File: src/rtl/ps2_cmd_tx_pkg.sv
package ps2_cmd_tx_pkg;

  typedef enum logic [2:0] {
    ST_IDLE,
    ST_INHIBIT,
    ST_WAIT_LOW,
    ST_WAIT_HIGH,
    ST_STOP_LOW,
    ST_ACK_DATA,
    ST_ACK_CLK
  } txState_t;

  typedef struct packed {
    logic loadByte;
    logic startBit;
    logic emitBit;
    logic releaseData;
    logic finishOk;
    logic finishFail;
  } txStrobe_t;

endpackage

File: src/rtl/ps2_tx_datapath.sv
module ps2_tx_datapath
  import ps2_cmd_tx_pkg::*;
#(
  parameter int INHIBIT_CYCLES  = 5000,
  parameter int WATCHDOG_CYCLES = 1000000
) (
  input  logic       clk,
  input  logic       rstN,
  input  txStrobe_t  stb,
  input  logic [7:0] txByte,
  input  logic       inInhibit,
  input  logic       busy,
  output logic       inhibitDone,
  output logic       wdExpired,
  output logic       lastBit,
  output logic       dataDriveLow,
  output logic       done,
  output logic       ackSeen
);

  localparam int FRAME_BITS = 9;
  localparam int CNT_W      = $clog2(FRAME_BITS + 1);
  localparam int INH_W      = $clog2(INHIBIT_CYCLES + 1);
  localparam int WD_W       = $clog2(WATCHDOG_CYCLES + 1);

  logic [FRAME_BITS-1:0] shiftReg;
  logic [CNT_W-1:0]      bitsLeft;
  logic [INH_W-1:0]      inhCnt;
  logic [WD_W-1:0]       wdCnt;

  assign lastBit     = (bitsLeft == '0);
  assign inhibitDone = (inhCnt == INH_W'(INHIBIT_CYCLES - 1));
  assign wdExpired   = (wdCnt == WD_W'(WATCHDOG_CYCLES - 1));

  // Frame shifter: parity sits above the data byte so it leaves last
  always_ff @(posedge clk) begin
    if (!rstN) begin
      shiftReg <= '0;
      bitsLeft <= '0;
    end else if (stb.loadByte) begin
      shiftReg <= {~^txByte, txByte};
      bitsLeft <= CNT_W'(FRAME_BITS);
    end else if (stb.emitBit) begin
      shiftReg <= shiftReg >> 1;
      bitsLeft <= bitsLeft - 1'b1;
    end
  end

  // Data line drive-low register
  always_ff @(posedge clk) begin
    if (!rstN) begin
      dataDriveLow <= 1'b0;
    end else if (stb.startBit) begin
      dataDriveLow <= 1'b1;
    end else if (stb.emitBit) begin
      dataDriveLow <= ~shiftReg[0];
    end else if (stb.releaseData || stb.finishOk || stb.finishFail || stb.loadByte) begin
      dataDriveLow <= 1'b0;
    end
  end

  // Inhibit timer
  always_ff @(posedge clk) begin
    if (!rstN || stb.loadByte) begin
      inhCnt <= '0;
    end else if (inInhibit && !inhibitDone) begin
      inhCnt <= inhCnt + 1'b1;
    end
  end

  // Whole-transfer watchdog
  always_ff @(posedge clk) begin
    if (!rstN || stb.loadByte) begin
      wdCnt <= '0;
    end else if (busy && !wdExpired) begin
      wdCnt <= wdCnt + 1'b1;
    end
  end

  // Result flags
  always_ff @(posedge clk) begin
    if (!rstN) begin
      done    <= 1'b0;
      ackSeen <= 1'b0;
    end else begin
      done <= stb.finishOk || stb.finishFail;
      if (stb.loadByte || stb.finishFail) begin
        ackSeen <= 1'b0;
      end else if (stb.finishOk) begin
        ackSeen <= 1'b1;
      end
    end
  end

  AST_WD_BOUND: assert property (@(posedge clk) disable iff (!rstN)
    busy |-> (wdCnt <= WD_W'(WATCHDOG_CYCLES - 1)));

  AST_DONE_SINGLE: assert property (@(posedge clk) disable iff (!rstN)
    done |=> !done);

  AST_ACK_WITH_DONE: assert property (@(posedge clk) disable iff (!rstN)
    $rose(ackSeen) |-> done);

endmodule

File: src/rtl/ps2_tx_ctrl.sv
module ps2_tx_ctrl
  import ps2_cmd_tx_pkg::*;
(
  input  logic      clk,
  input  logic      rstN,
  input  logic      startPulse,
  input  logic      clkLevel,
  input  logic      dataLevel,
  input  logic      inhibitDone,
  input  logic      wdExpired,
  input  logic      lastBit,
  output txStrobe_t stb,
  output txState_t  state,
  output logic      busy,
  output logic      inInhibit,
  output logic      clkDriveLow
);

  txState_t nextState;

  always_comb begin
    nextState = state;
    stb       = '0;
    if (state != ST_IDLE && wdExpired) begin
      stb.finishFail = 1'b1;
      nextState      = ST_IDLE;
    end else begin
      unique case (state)
        ST_IDLE: begin
          if (startPulse) begin
            stb.loadByte = 1'b1;
            nextState    = ST_INHIBIT;
          end
        end
        ST_INHIBIT: begin
          if (inhibitDone) begin
            stb.startBit = 1'b1;
            nextState    = ST_WAIT_LOW;
          end
        end
        ST_WAIT_LOW: begin
          if (!clkLevel) begin
            stb.emitBit = 1'b1;
            nextState   = ST_WAIT_HIGH;
          end
        end
        ST_WAIT_HIGH: begin
          if (clkLevel) begin
            nextState = lastBit ? ST_STOP_LOW : ST_WAIT_LOW;
          end
        end
        ST_STOP_LOW: begin
          if (!clkLevel) begin
            stb.releaseData = 1'b1;
            nextState       = ST_ACK_DATA;
          end
        end
        ST_ACK_DATA: begin
          if (!dataLevel) begin
            nextState = ST_ACK_CLK;
          end
        end
        ST_ACK_CLK: begin
          if (!clkLevel) begin
            stb.finishOk = 1'b1;
            nextState    = ST_IDLE;
          end
        end
        default: nextState = ST_IDLE;
      endcase
    end
  end

  always_ff @(posedge clk) begin
    if (!rstN) begin
      state <= ST_IDLE;
    end else begin
      state <= nextState;
    end
  end

  assign busy        = (state != ST_IDLE);
  assign inInhibit   = (state == ST_INHIBIT);
  assign clkDriveLow = inInhibit;

  AST_WD_ENDS_BUSY: assert property (@(posedge clk) disable iff (!rstN)
    (busy && wdExpired) |=> !busy);

endmodule

File: src/rtl/ps2_cmd_tx.sv
module ps2_cmd_tx
  import ps2_cmd_tx_pkg::*;
#(
  parameter int INHIBIT_CYCLES  = 5000,
  parameter int WATCHDOG_CYCLES = 1000000
) (
  input  logic       clk,
  input  logic       rstN,
  input  logic       startPulse,
  input  logic [7:0] txByte,
  input  logic       clkLevel,
  input  logic       dataLevel,
  output logic       clkDriveLow,
  output logic       dataDriveLow,
  output logic       busy,
  output logic       done,
  output logic       ackSeen,
  output logic       rxSuppress
);

  txStrobe_t stb;
  txState_t  state;
  logic      inhibitDone;
  logic      wdExpired;
  logic      lastBit;
  logic      inInhibit;

  ps2_tx_ctrl ctrl_i (
    .clk         (clk),
    .rstN        (rstN),
    .startPulse  (startPulse),
    .clkLevel    (clkLevel),
    .dataLevel   (dataLevel),
    .inhibitDone (inhibitDone),
    .wdExpired   (wdExpired),
    .lastBit     (lastBit),
    .stb         (stb),
    .state       (state),
    .busy        (busy),
    .inInhibit   (inInhibit),
    .clkDriveLow (clkDriveLow)
  );

  ps2_tx_datapath #(
    .INHIBIT_CYCLES  (INHIBIT_CYCLES),
    .WATCHDOG_CYCLES (WATCHDOG_CYCLES)
  ) dp_i (
    .clk          (clk),
    .rstN         (rstN),
    .stb          (stb),
    .txByte       (txByte),
    .inInhibit    (inInhibit),
    .busy         (busy),
    .inhibitDone  (inhibitDone),
    .wdExpired    (wdExpired),
    .lastBit      (lastBit),
    .dataDriveLow (dataDriveLow),
    .done         (done),
    .ackSeen      (ackSeen)
  );

  assign rxSuppress = busy;

  AST_IDLE_RELEASED: assert property (@(posedge clk) disable iff (!rstN)
    !busy |-> (!clkDriveLow && !dataDriveLow));

  AST_INHIBIT_DATA_FREE: assert property (@(posedge clk) disable iff (!rstN)
    clkDriveLow |-> !dataDriveLow);

  AST_HIGH_PHASE_STABLE: assert property (@(posedge clk) disable iff (!rstN)
    (state == ST_WAIT_HIGH && $past(state) == ST_WAIT_HIGH) |-> $stable(dataDriveLow));

  AST_DONE_ENDS_BUSY: assert property (@(posedge clk) disable iff (!rstN)
    done |-> (!busy && $past(busy)));

endmodule

File: config.mk
export PLATFORM = sky130hd
export DESIGN_NAME = ps2_cmd_tx
export DESIGN_NICKNAME = d
export VERILOG_FILES = /design/src/rtl/ps2_cmd_tx_pkg.sv /design/src/rtl/ps2_tx_datapath.sv /design/src/rtl/ps2_tx_ctrl.sv /design/src/rtl/ps2_cmd_tx.sv
export SDC_FILE = /design/constraint.sdc
export NUM_CORES = 1
export LEC_CHECK = 0
export CAP_MARGIN = 25
export CORE_ASPECT_RATIO = 1.25
export CORE_MARGIN = 1.5
export CORE_UTILIZATION = 47
export DETAILED_ROUTE_END_ITERATION = 8
export DONT_BUFFER_PORTS = 1
export PLACE_DENSITY = 0.71
export SYNTH_ARGS = -nofsm -noshare
export SYNTH_HDL_FRONTEND = slang
export SYNTH_SLANG_ARGS = --single-unit
File: constraint.sdc
create_clock -name clk -period 4.6 [get_ports clk]
set_clock_uncertainty 0.2 [all_clocks]
set_input_delay 0.46 -clock clk [delete_from_list [all_inputs] [get_ports clk]]
set_output_delay 0.46 -clock clk [all_outputs]
set_load 0.05 [all_outputs]
# ---- Word level (Yosys, flattened, before mapping)
# Cells that the tools add are included.
dict set report totals {
  inputBits 13
  register_bits 52
  ramBits 0
  latch_bits 0
  n_memories 0
  mem_bits_ro 0
  output_inout_bits 6
  elab_cells 77
}
dict set report op_classes {
  eq_ne 15
  magnitude_cmp 0
  bitwise 2
  reduce_logical 22
  n_mux 26
  div 0
  n_shift 0
  n_mul 0
  n_addsub 3
}
# op count
set op_table {}
lappend op_table {{3-bit two-way mux} 8}
lappend op_table {{3-bit case mux with 7 select lines} 1}
lappend op_table {{20-bit by 1-bit adder with 20-bit output, second input constant} 1}
lappend op_table {{20-bit == test, second input constant} 1}
lappend op_table {{9-bit two-way mux} 2}
lappend op_table {{2-bit inequality test, second input constant} 7}
lappend op_table {{13-bit by 1-bit adder with 13-bit output, second input constant} 1}
lappend op_table {{13-bit == test, second input constant} 1}
lappend op_table {{1-bit two-way mux} 12}
lappend op_table {{3-bit == test, second input constant} 3}
lappend op_table {{4-bit two-way mux} 2}
lappend op_table {{8-bit XNOR reduction} 1}
lappend op_table {{7-bit AND reduction} 1}
lappend op_table {{3-bit by 2-bit == test with 1-bit output, second input constant} 2}
lappend op_table {{1-bit logical OR} 6}
lappend op_table {{3-bit nonzero test} 2}
lappend op_table {{2-bit OR reduction} 3}
lappend op_table {{5-bit two-way mux} 1}
lappend op_table {{4-bit zero test} 1}
lappend op_table {{4-bit by 1-bit subtractor with 4-bit output, second input constant} 1}
lappend op_table {{3-bit by 1-bit == test with 1-bit output, second input constant} 1}
lappend op_table {{1-bit logical AND} 3}
lappend op_table {{1-bit zero test} 3}
lappend op_table {{3-bit zero test} 1}
lappend op_table {{other kinds (2)} 3}

# ---- Longest topological paths before layout
# Gate-level depths: netlist of run 1.
dict set report logic_depth {
  depth_word 10
  depth_mapped 7
  depth_no_buf 7
}

# ---- By module
# From an unflattened synthesis of run 1, not the netlist that was laid out.
dict set report unflattened {
  hier_cells 331
  hier_area_um2 2798.9
}
# module seq_area_each_um2 area_each_um2 instances cells_each
set by_module_without_submodules {}
lappend by_module_without_submodules {ps2_tx_datapath 980.9 2478.6 1 288}
lappend by_module_without_submodules {ps2_tx_ctrl 60.1 312.8 1 42}
lappend by_module_without_submodules {ps2_cmd_tx 0.0 7.5 1 1}

# ---- Worst setup path before layout of run 1
# OpenSTA, ideal clock, no wires.
dict set report synth_timing {
  path_kind {reg-to-reg}
  startpoint {register ctrl_i.state[0]}
  endpoint {register dp_i.inhCnt[5]}
  setup_ps 70
  synth_period_minus_slack_ps 2519
  stages_incl_launch_ff 7
  path_buffers 1
  slack_ps 2081
  t_arrival_ps 2249
  path_cell_list {dfxtp_1 > buf_2 > nor3b_2 > o31ai_1 > or2_2 > or3_1 > a21oi_1}
}
dict set report synth_via {
  elab_cells_between_ends 8
  cone_classes {eq/ne (1); mux (2); reduce/logical (5)}
}
# element line
set synth_rtl {}
lappend synth_rtl {{start: declaration} ps2_tx_ctrl.sv:13} ;# output txState_t state,
lappend synth_rtl {{start signal: assignment} ps2_tx_ctrl.sv:78} ;# state <= nextState;
lappend synth_rtl {{3-bit by 1-bit == test with 1-bit output} ps2_tx_ctrl.sv:83} ;# assign inInhibit = (state == ST_INHIBIT);
lappend synth_rtl {{named net clkDriveLow} ps2_cmd_tx.sv:13} ;# output logic clkDriveLow,
lappend synth_rtl {{1-bit logical AND} ps2_tx_datapath.sv:66} ;# end else if (inInhibit && !inhibitDone) begin
lappend synth_rtl {{end signal: assignment} ps2_tx_datapath.sv:67} ;# inhCnt <= inhCnt + 1'b1;
lappend synth_rtl {{end: declaration} ps2_tx_datapath.sv:28} ;# logic [INH_W-1:0] inhCnt;
# The timed path passes the listed nets, and every way through them passes these cells.
# A chain may end at the register's enable or synchronous reset.

# ---- Worst setup path after layout of run 1
dict set report layout_timing {
  startpoint {register ctrl_i.state[2]}
  endpoint {register dp_i.wdCnt[12]}
}
dict set report layout_via {
  elab_chain_len 4
  elab_cells_between_ends 7
  cone_classes {mux (2); reduce/logical (5)}
}
# element line
set layout_rtl {}
lappend layout_rtl {{3-bit nonzero test *} ps2_tx_ctrl.sv:82} ;# assign busy = (state != ST_IDLE);
lappend layout_rtl {{named net busy} ps2_cmd_tx.sv:15} ;# output logic busy,
lappend layout_rtl {{1-bit logical AND} ps2_tx_ctrl.sv:24} ;# if (state != ST_IDLE && wdExpired) begin
lappend layout_rtl {{5-bit two-way mux} ps2_tx_ctrl.sv:24}
lappend layout_rtl {{1-bit logical OR} ps2_tx_datapath.sv:73} ;# if (!rstN || stb.loadByte) begin
lappend layout_rtl {{end signal: assignment} ps2_tx_datapath.sv:76} ;# wdCnt <= wdCnt + 1'b1;
lappend layout_rtl {{end: declaration} ps2_tx_datapath.sv:29} ;# logic [WD_W-1:0] wdCnt;
# Mark *: on every way through the listed nets, which the timed path passes. The rest lies on a longest branch.

==> results of run 1 <==
[cells by family after synthesis]
kind of cell	count (synthesis)
compound gates	54
xor+xnor	30
fa+ha+maj	4
buf+inv	21
flops	52
mux	2
simple gates	151
[how the worst max path moves through the flow]
| stage | slack (ns) | to | cells past startpoint |
|---|---|---|---|
| global route | 1.62 | dp_i.wdCnt[14] | 6 |
| global placement | 1.98 | dp_i.wdCnt[12] | 6 |
| finish | 1.88 | dp_i.wdCnt[12] | 6 |
| floorplan | 2.08 | dp_i.inhCnt[5] | 6 |
| detailed placement | 1.91 | dp_i.wdCnt[12] | 6 |
| CTS | 1.88 | dp_i.wdCnt[12] | 6 |
[metrics by stage]
stage / std cells / power (W) / hold slack [ns]
finish: 376 / 0.000904 / 0.128
global route: 376 / 0.000935 / 0.139
CTS: 376 / 0.000912 / 0.128
detailed placement: 369 / 0.000552 / 0.286
global placement: 369 / 0.000551 / 0.273
floorplan: 314 / 0.000539 / 0.256
[layout make-up]
type                            count  area (sq um)
Fill cell                         508          2610
Multi-Input combinational cell    241          1560
Sequential cell                    52          1040
Tap cell                           64          80.1
Clock buffer                        5          68.8
Clock inverter                      2          60.1
Inverter                            9          33.8
Timing Repair Buffer                3          22.5
[layer usage]
layer	GRT usage [%]	routed length [microns]	vias to the layer above
met5	0	0	-
met4	7.38	121	0
met3	4.49	261	10
met2	32.5	2710	36
met1	21.5	2350	1024
li1	-	-	1126
[worst max-delay path, stage by stage (launching register included)]
cell	delay [ns]
dfxtp_1	0.62
nor3_2	0.17
inv_2	0.48
nand3_1	0.39
a21o_1	0.30
or3_1	0.35
a21oi_1	0.14
[state kept, by name (all words and copies together) (netlist names)]
register,flops
dp_i.wdCnt,20
dp_i.inhCnt,13
dp_i.shiftReg,9
dp_i.bitsLeft,4
ctrl_i.state,3
dp_i.ackSeen,1
dp_i.dataDriveLow,1
dp_i.done,1
[power by group]
group	switching, W	total, W	internal, W
registers	0.00000979	0.000471	0.000461
clock network	0.000148	0.000362	0.000214
logic	0.0000432	0.0000709	0.0000277
[cells in the mapped netlist, types with 3 or more instances]
library cell  instances
nor3_1               16
a31oi_1               3
or3_1                 5
or4_1                 4
o221a_1               8
nand3_1              12
dfxtp_1              52
xor2_1                4
ha_1                  4
clkbuf_1              6
xnor2_1              26
nor4_1                4
o21ai_0              10
a21oi_1              16
nand2b_1              4
buf_2                 3
nor2_1               51
inv_1                 8
nand4_1               7
nand2_1              20
==> flow_metrics.env, run 1 <==
export IMPL_die_w_microns=70.8
export IMPL_pre_cts_ws_ns=1.91
export IMPL_synth_xor_area_share_pct=9.74
export IMPL_ys_async_sr_fraction_pct=0
export IMPL_cellLeakagePower_nw=0.940
export IMPL_rrSetupSlack_ns=1.88
export IMPL_io_pins=19
export IMPL_die_area_sq_um=6210
export IMPL_synth_top_family_by_area="simple AND/OR/NAND/NOR gates"
export IMPL_clockRootBuffer="clkbuf_8"
export IMPL_cp_start_kind="flop"
export IMPL_synthTopCellsByArea="dfxtp_1 39%, xnor2_1 8.4%, nor2_1 7.1%"
export IMPL_wl_mm=5.44
export IMPL_crit_path_end_kind="flop"
export IMPL_hold_start="rstN"
export IMPL_cp_required_ns=4.64
export IMPL_synthFlopType="dfxtp_1"
export IMPL_drive_above_1_share_pct=9.62
export IMPL_final_util_pct=52.4
export IMPL_setup_viol=0
export IMPL_nNetsFinal=329
export IMPL_synth_top_cell_area_share_pct=38.6
export IMPL_fin_ws_ns=1.88
export IMPL_clk_pin_slew_worst_paths_ns=0.09
export IMPL_hold_depth=2
export IMPL_clock_fmax_ghz=0.367
export IMPL_mostFrequentLayoutCell="dfxtp_1"
export IMPL_post_cts_resized=0
export IMPL_synth_mux_area_share_pct=0.742
export IMPL_grt_max_degree=35
export IMPL_floorplan_rows=30
export IMPL_r2r_end="dp_i.wdCnt[12]"
export IMPL_min_period_ns=2.72
export IMPL_first_pass_iters=4
export IMPL_synth_seq_cells=52
export IMPL_gp_congestion=0.815
export IMPL_core_sq_um=5480
export IMPL_gr_total_overflow=0
export IMPL_start_util_pct=49.2
export IMPL_postSynthAreaPerCell_sq_um=8.60
export IMPL_via_per_inst=5.84
export IMPL_finalMaxSlewViolations=0
export IMPL_powerDensity_nw_per_um2=315
export IMPL_wire_per_inst_microns=14.5
export IMPL_holdBufCountCts=0
export IMPL_mostFrequentLayoutCells="52 x dfxtp_1, 51 x nor2_1, 26 x xnor2_1, 20 x nand2_1"
export IMPL_path_class="reg2reg"
export IMPL_synth_nets=331
export IMPL_cts_buffers=5
export IMPL_die_height_microns=87.7
export IMPL_period_share_pct=59.2
export IMPL_min_path_type="in2reg"
export IMPL_ys_seq_area_share_pct=38.6
export IMPL_drv_cap=0
export IMPL_hold_viol=0
export IMPL_io_buffers=0
export IMPL_clock_latency_ns=0.31
export IMPL_clock_path_buffers=2
export IMPL_vdd_drop_max_mv=0.227
export IMPL_cts_setup_buffers=0
export IMPL_remaining_drc_errors=0
export IMPL_synth_adder_area_share_pct=1.85
export IMPL_crit_start="ctrl_i.state[2]"
export IMPL_diodes=0
export IMPL_grt_pass1_wl_mm=9.22
export IMPL_yosysTopAreaCell="dfxtp_1"
export IMPL_cts_htree_levels=2
export IMPL_rsz0062_at_grt="no"
export IMPL_final_cell_area_sq_um=2870
export IMPL_r2r_cells=6
export IMPL_status="completed"
export IMPL_globalRouteTotalUtil_pct=18.4
export IMPL_syn_cell_area_sq_um=2700
export IMPL_antenna_found_initial=0
export IMPL_grt_pass1_vias=2041
export IMPL_synth_compound_area_share_pct=14.3
export IMPL_drtIter0Drc=70
export IMPL_synth_simple_area_share_pct=31.2
export IMPL_tightestPinTransition_ns=0.590
export IMPL_synthCells=314
export IMPL_cts_tree="yes"
export IMPL_dpl_cell_area_sq_um=2740
export IMPL_ys_types=60
export IMPL_crit_path_max_fanout=17
export IMPL_relSlewSlack_pct=60.6
export IMPL_tns_ns=0
export IMPL_yosys_warnings=0
export IMPL_worstPathArrival_ns=2.76
export IMPL_syn_to_final_growth_pct=6.31
export IMPL_vias=2196
export IMPL_hpwl_mm=3.87
export IMPL_cts_sinks=52
export IMPL_hold_path_end="dp_i.shiftReg[8]"
export IMPL_synth_edf_count=0
export IMPL_detail_route_antenna_nets=0
export IMPL_r2r_start="ctrl_i.state[2]"
No activity file was read; power rests on OpenSTA's default activity.
==> run 2: changes to the inputs <==
Clock period 4.6 ns to 2.55 ns, I/O delays scaled along.
==> run 2 against run 1 <==
  * Design area grew 1.0%
  * Final cell count grew 2.1%
  * Wire length shrank 0.35%
  * First-iteration DRC count grew 33%
  * Critical path depth shrank 1
  * Via count is essentially flat
  * Non-clock buffer count grew 7
  * Worst setup slack lost 1.6 ns
  * Sequential share of layout area shrank 0.36 points
  * Register-to-register slack lost 1.6 ns
  * Utilization grew 0.53 points
  * Critical path type unchanged
==> flow_metrics.env, run 2 (same netlist as run 1, synthesis figures left out) <==
export IMPL_status="completed"
export IMPL_grt_max_degree=25
export IMPL_final_util_pct=52.9
export IMPL_internal_power_w=0.00108
export IMPL_path_cells="or4_4 -> or3_4 -> o21ai_2 -> or3_2 -> a21oi_1"
export IMPL_die_area_sq_um=6210
export IMPL_path_class="reg2reg"
export IMPL_cts_sinks=52
export IMPL_drive_above_1_share_pct=11.3
export IMPL_core_sq_um=5480
export IMPL_die_w_microns=70.8
export IMPL_cellLeakagePower_nw=0.961
export IMPL_cts_tree="yes"
export IMPL_period_share_pct=90.9
export IMPL_cts_buffers=5
export IMPL_grt_pass1_wl_mm=9.47
export IMPL_finalMaxSlewViolations=0
export IMPL_hold_depth=3
export IMPL_clock_latency_ns=0.30
export IMPL_grt_pass1_vias=2112
export IMPL_diodes=0
export IMPL_r2r_end="dp_i.bitsLeft[2]"
export IMPL_cts_htree_levels=2
export IMPL_hpwl_mm=4.06
export IMPL_wire_per_inst_microns=14.1
export IMPL_worstPathArrival_ns=2.32
export IMPL_vias=2195
export IMPL_r2r_cells=5
export IMPL_clk_pin_slew_worst_paths_ns=0.10
export IMPL_floorplan_rows=30
export IMPL_setup_viol=0
export IMPL_p_switching_w=0.000369
export IMPL_slowest_delay_ns=0.57
export IMPL_sequentialPowerShare_pct=58.5
export IMPL_io_buffers=0
export IMPL_drv_cap=0
export IMPL_largest_reg_flops=20
export IMPL_cts_setup_buffers=0
export IMPL_regMostFlops="dp_i.wdCnt"
export IMPL_io_pins=19
export IMPL_cp_slowest_cell="or4_4"
export IMPL_mostFrequentLayoutCells="52 x dfxtp_1, 51 x nor2_1, 26 x xnor2_1, 20 x nand2_1"
export IMPL_wl_mm=5.42
export IMPL_tightestPinTransition_ns=0.566
export IMPL_globalRouteTotalUtil_pct=18.6
export IMPL_cp_start_kind="flop"
export IMPL_antenna_found_initial=0
export IMPL_min_period_ns=2.32
export IMPL_clockRootBuffer="clkbuf_8"
export IMPL_remaining_drc_errors=0
export IMPL_rrSetupSlack_ns=0.23
export IMPL_min_path_type="in2reg"
export IMPL_via_per_inst=5.72
export IMPL_vdd_drop_max_mv=0.234
export IMPL_crit_path_max_fanout=11
export IMPL_first_pass_iters=4
export IMPL_sw_frac_of_total_pct=25.4
export IMPL_gp_congestion=0.812
export IMPL_dp_cells=374
export IMPL_clock_fmax_ghz=0.432
export IMPL_combPwrFrac_pct=9.6
export IMPL_gr_total_overflow=0
export IMPL_crit_path_end_kind="flop"
export IMPL_rsz0062_at_grt="no"
export IMPL_r2r_start="dp_i.wdCnt[6]"
export IMPL_detail_route_antenna_nets=0
export IMPL_mostFrequentLayoutCell="dfxtp_1"
export IMPL_powerDensity_nw_per_um2=501
export IMPL_nNetsFinal=336
export IMPL_hold_start="txByte[4]"
export IMPL_tns_ns=0
export IMPL_clock_path_buffers=2
export IMPL_hold_viol=0
export IMPL_die_height_microns=87.7
export IMPL_hold_path_end="dp_i.shiftReg[4]"
export IMPL_relSlewSlack_pct=62.0
export IMPL_cp_required_ns=2.55
export IMPL_start_util_pct=49.2
export IMPL_reg_top3="dp_i.wdCnt x20, dp_i.inhCnt x13, dp_i.shiftReg x9"
export IMPL_final_cells=384
export IMPL_syn_to_final_growth_pct=7.37
export IMPL_drtIter0Drc=93
export IMPL_clock_power_share_pct=31.9
[run 2: area by class of cell]
type	count	area (sq um)
clock buffer	5	68.8
clock inverter	3	18.8
fill	529	2580
inverter	9	33.8
multi-input combinational	241	1560
sequential	52	1040
tap	64	80.1
timing repair buffer	10	92.6
[run 2: worst max path at each step]
stage,start,endpoint,cells after the start
floorplan,ctrl_i.state[0],dp_i.inhCnt[5],6
global placement,dp_i.wdCnt[6],dp_i.bitsLeft[2],5
detailed placement,dp_i.wdCnt[6],dp_i.bitsLeft[2],5
CTS,dp_i.wdCnt[6],dp_i.bitsLeft[2],5
global route,dp_i.wdCnt[9],dp_i.bitsLeft[3],5
finish,dp_i.wdCnt[6],dp_i.bitsLeft[2],5
[run 2: repair_timing]
action | CTS | global route
hold buffers | 2 | 0
gates resized for setup | 0 | 0
endpoints found under the hold margin | 2 | 0
endpoints found under the setup margin | 0 | 0
[run 2: layer usage]
layer  global-route usage, %  share of wire [%]
met1                    21.3                 44
met2                    33.8                 50
met3                    4.03                4.4
met4                    6.86                1.6
met5                       0                  0
[run 2: power by group through the flow]
stage	Combinational, W	Sequential (W)	Clock (W)
after floorplan	0.000112	0.000861	0
after global placement	0.000137	0.000868	0
after detailed placement	0.000138	0.000868	0
after CTS	0.000142	0.000849	0.000477
after global routing	0.000154	0.000853	0.000507
final	0.000140	0.000849	0.000462
[run 2: critical path: cells and delay by family, from the launching register on]
kind | cells | cell delay, ns
DFF | 1 | 0.36
and+or+nand+nor | 3 | 1.19
AOI/OAI and AO/OA | 2 | 0.48
[run 2: stage by stage]
stage / total power, W / hold WS, ns / area (sq um) / setup slack (ns)
after CTS: 0.00147 / 0.00765 / 2900 / 0.244
after floorplan: 0.000972 / 0.232 / 2700 / 0.0309
final: 0.00145 / 0.0133 / 2900 / 0.233
after global routing: 0.00151 / 0.0212 / 2900 / 0.158
after global placement: 0.00100 / 0.237 / 2790 / 0.306
after detailed placement: 0.00101 / 0.246 / 2790 / 0.256
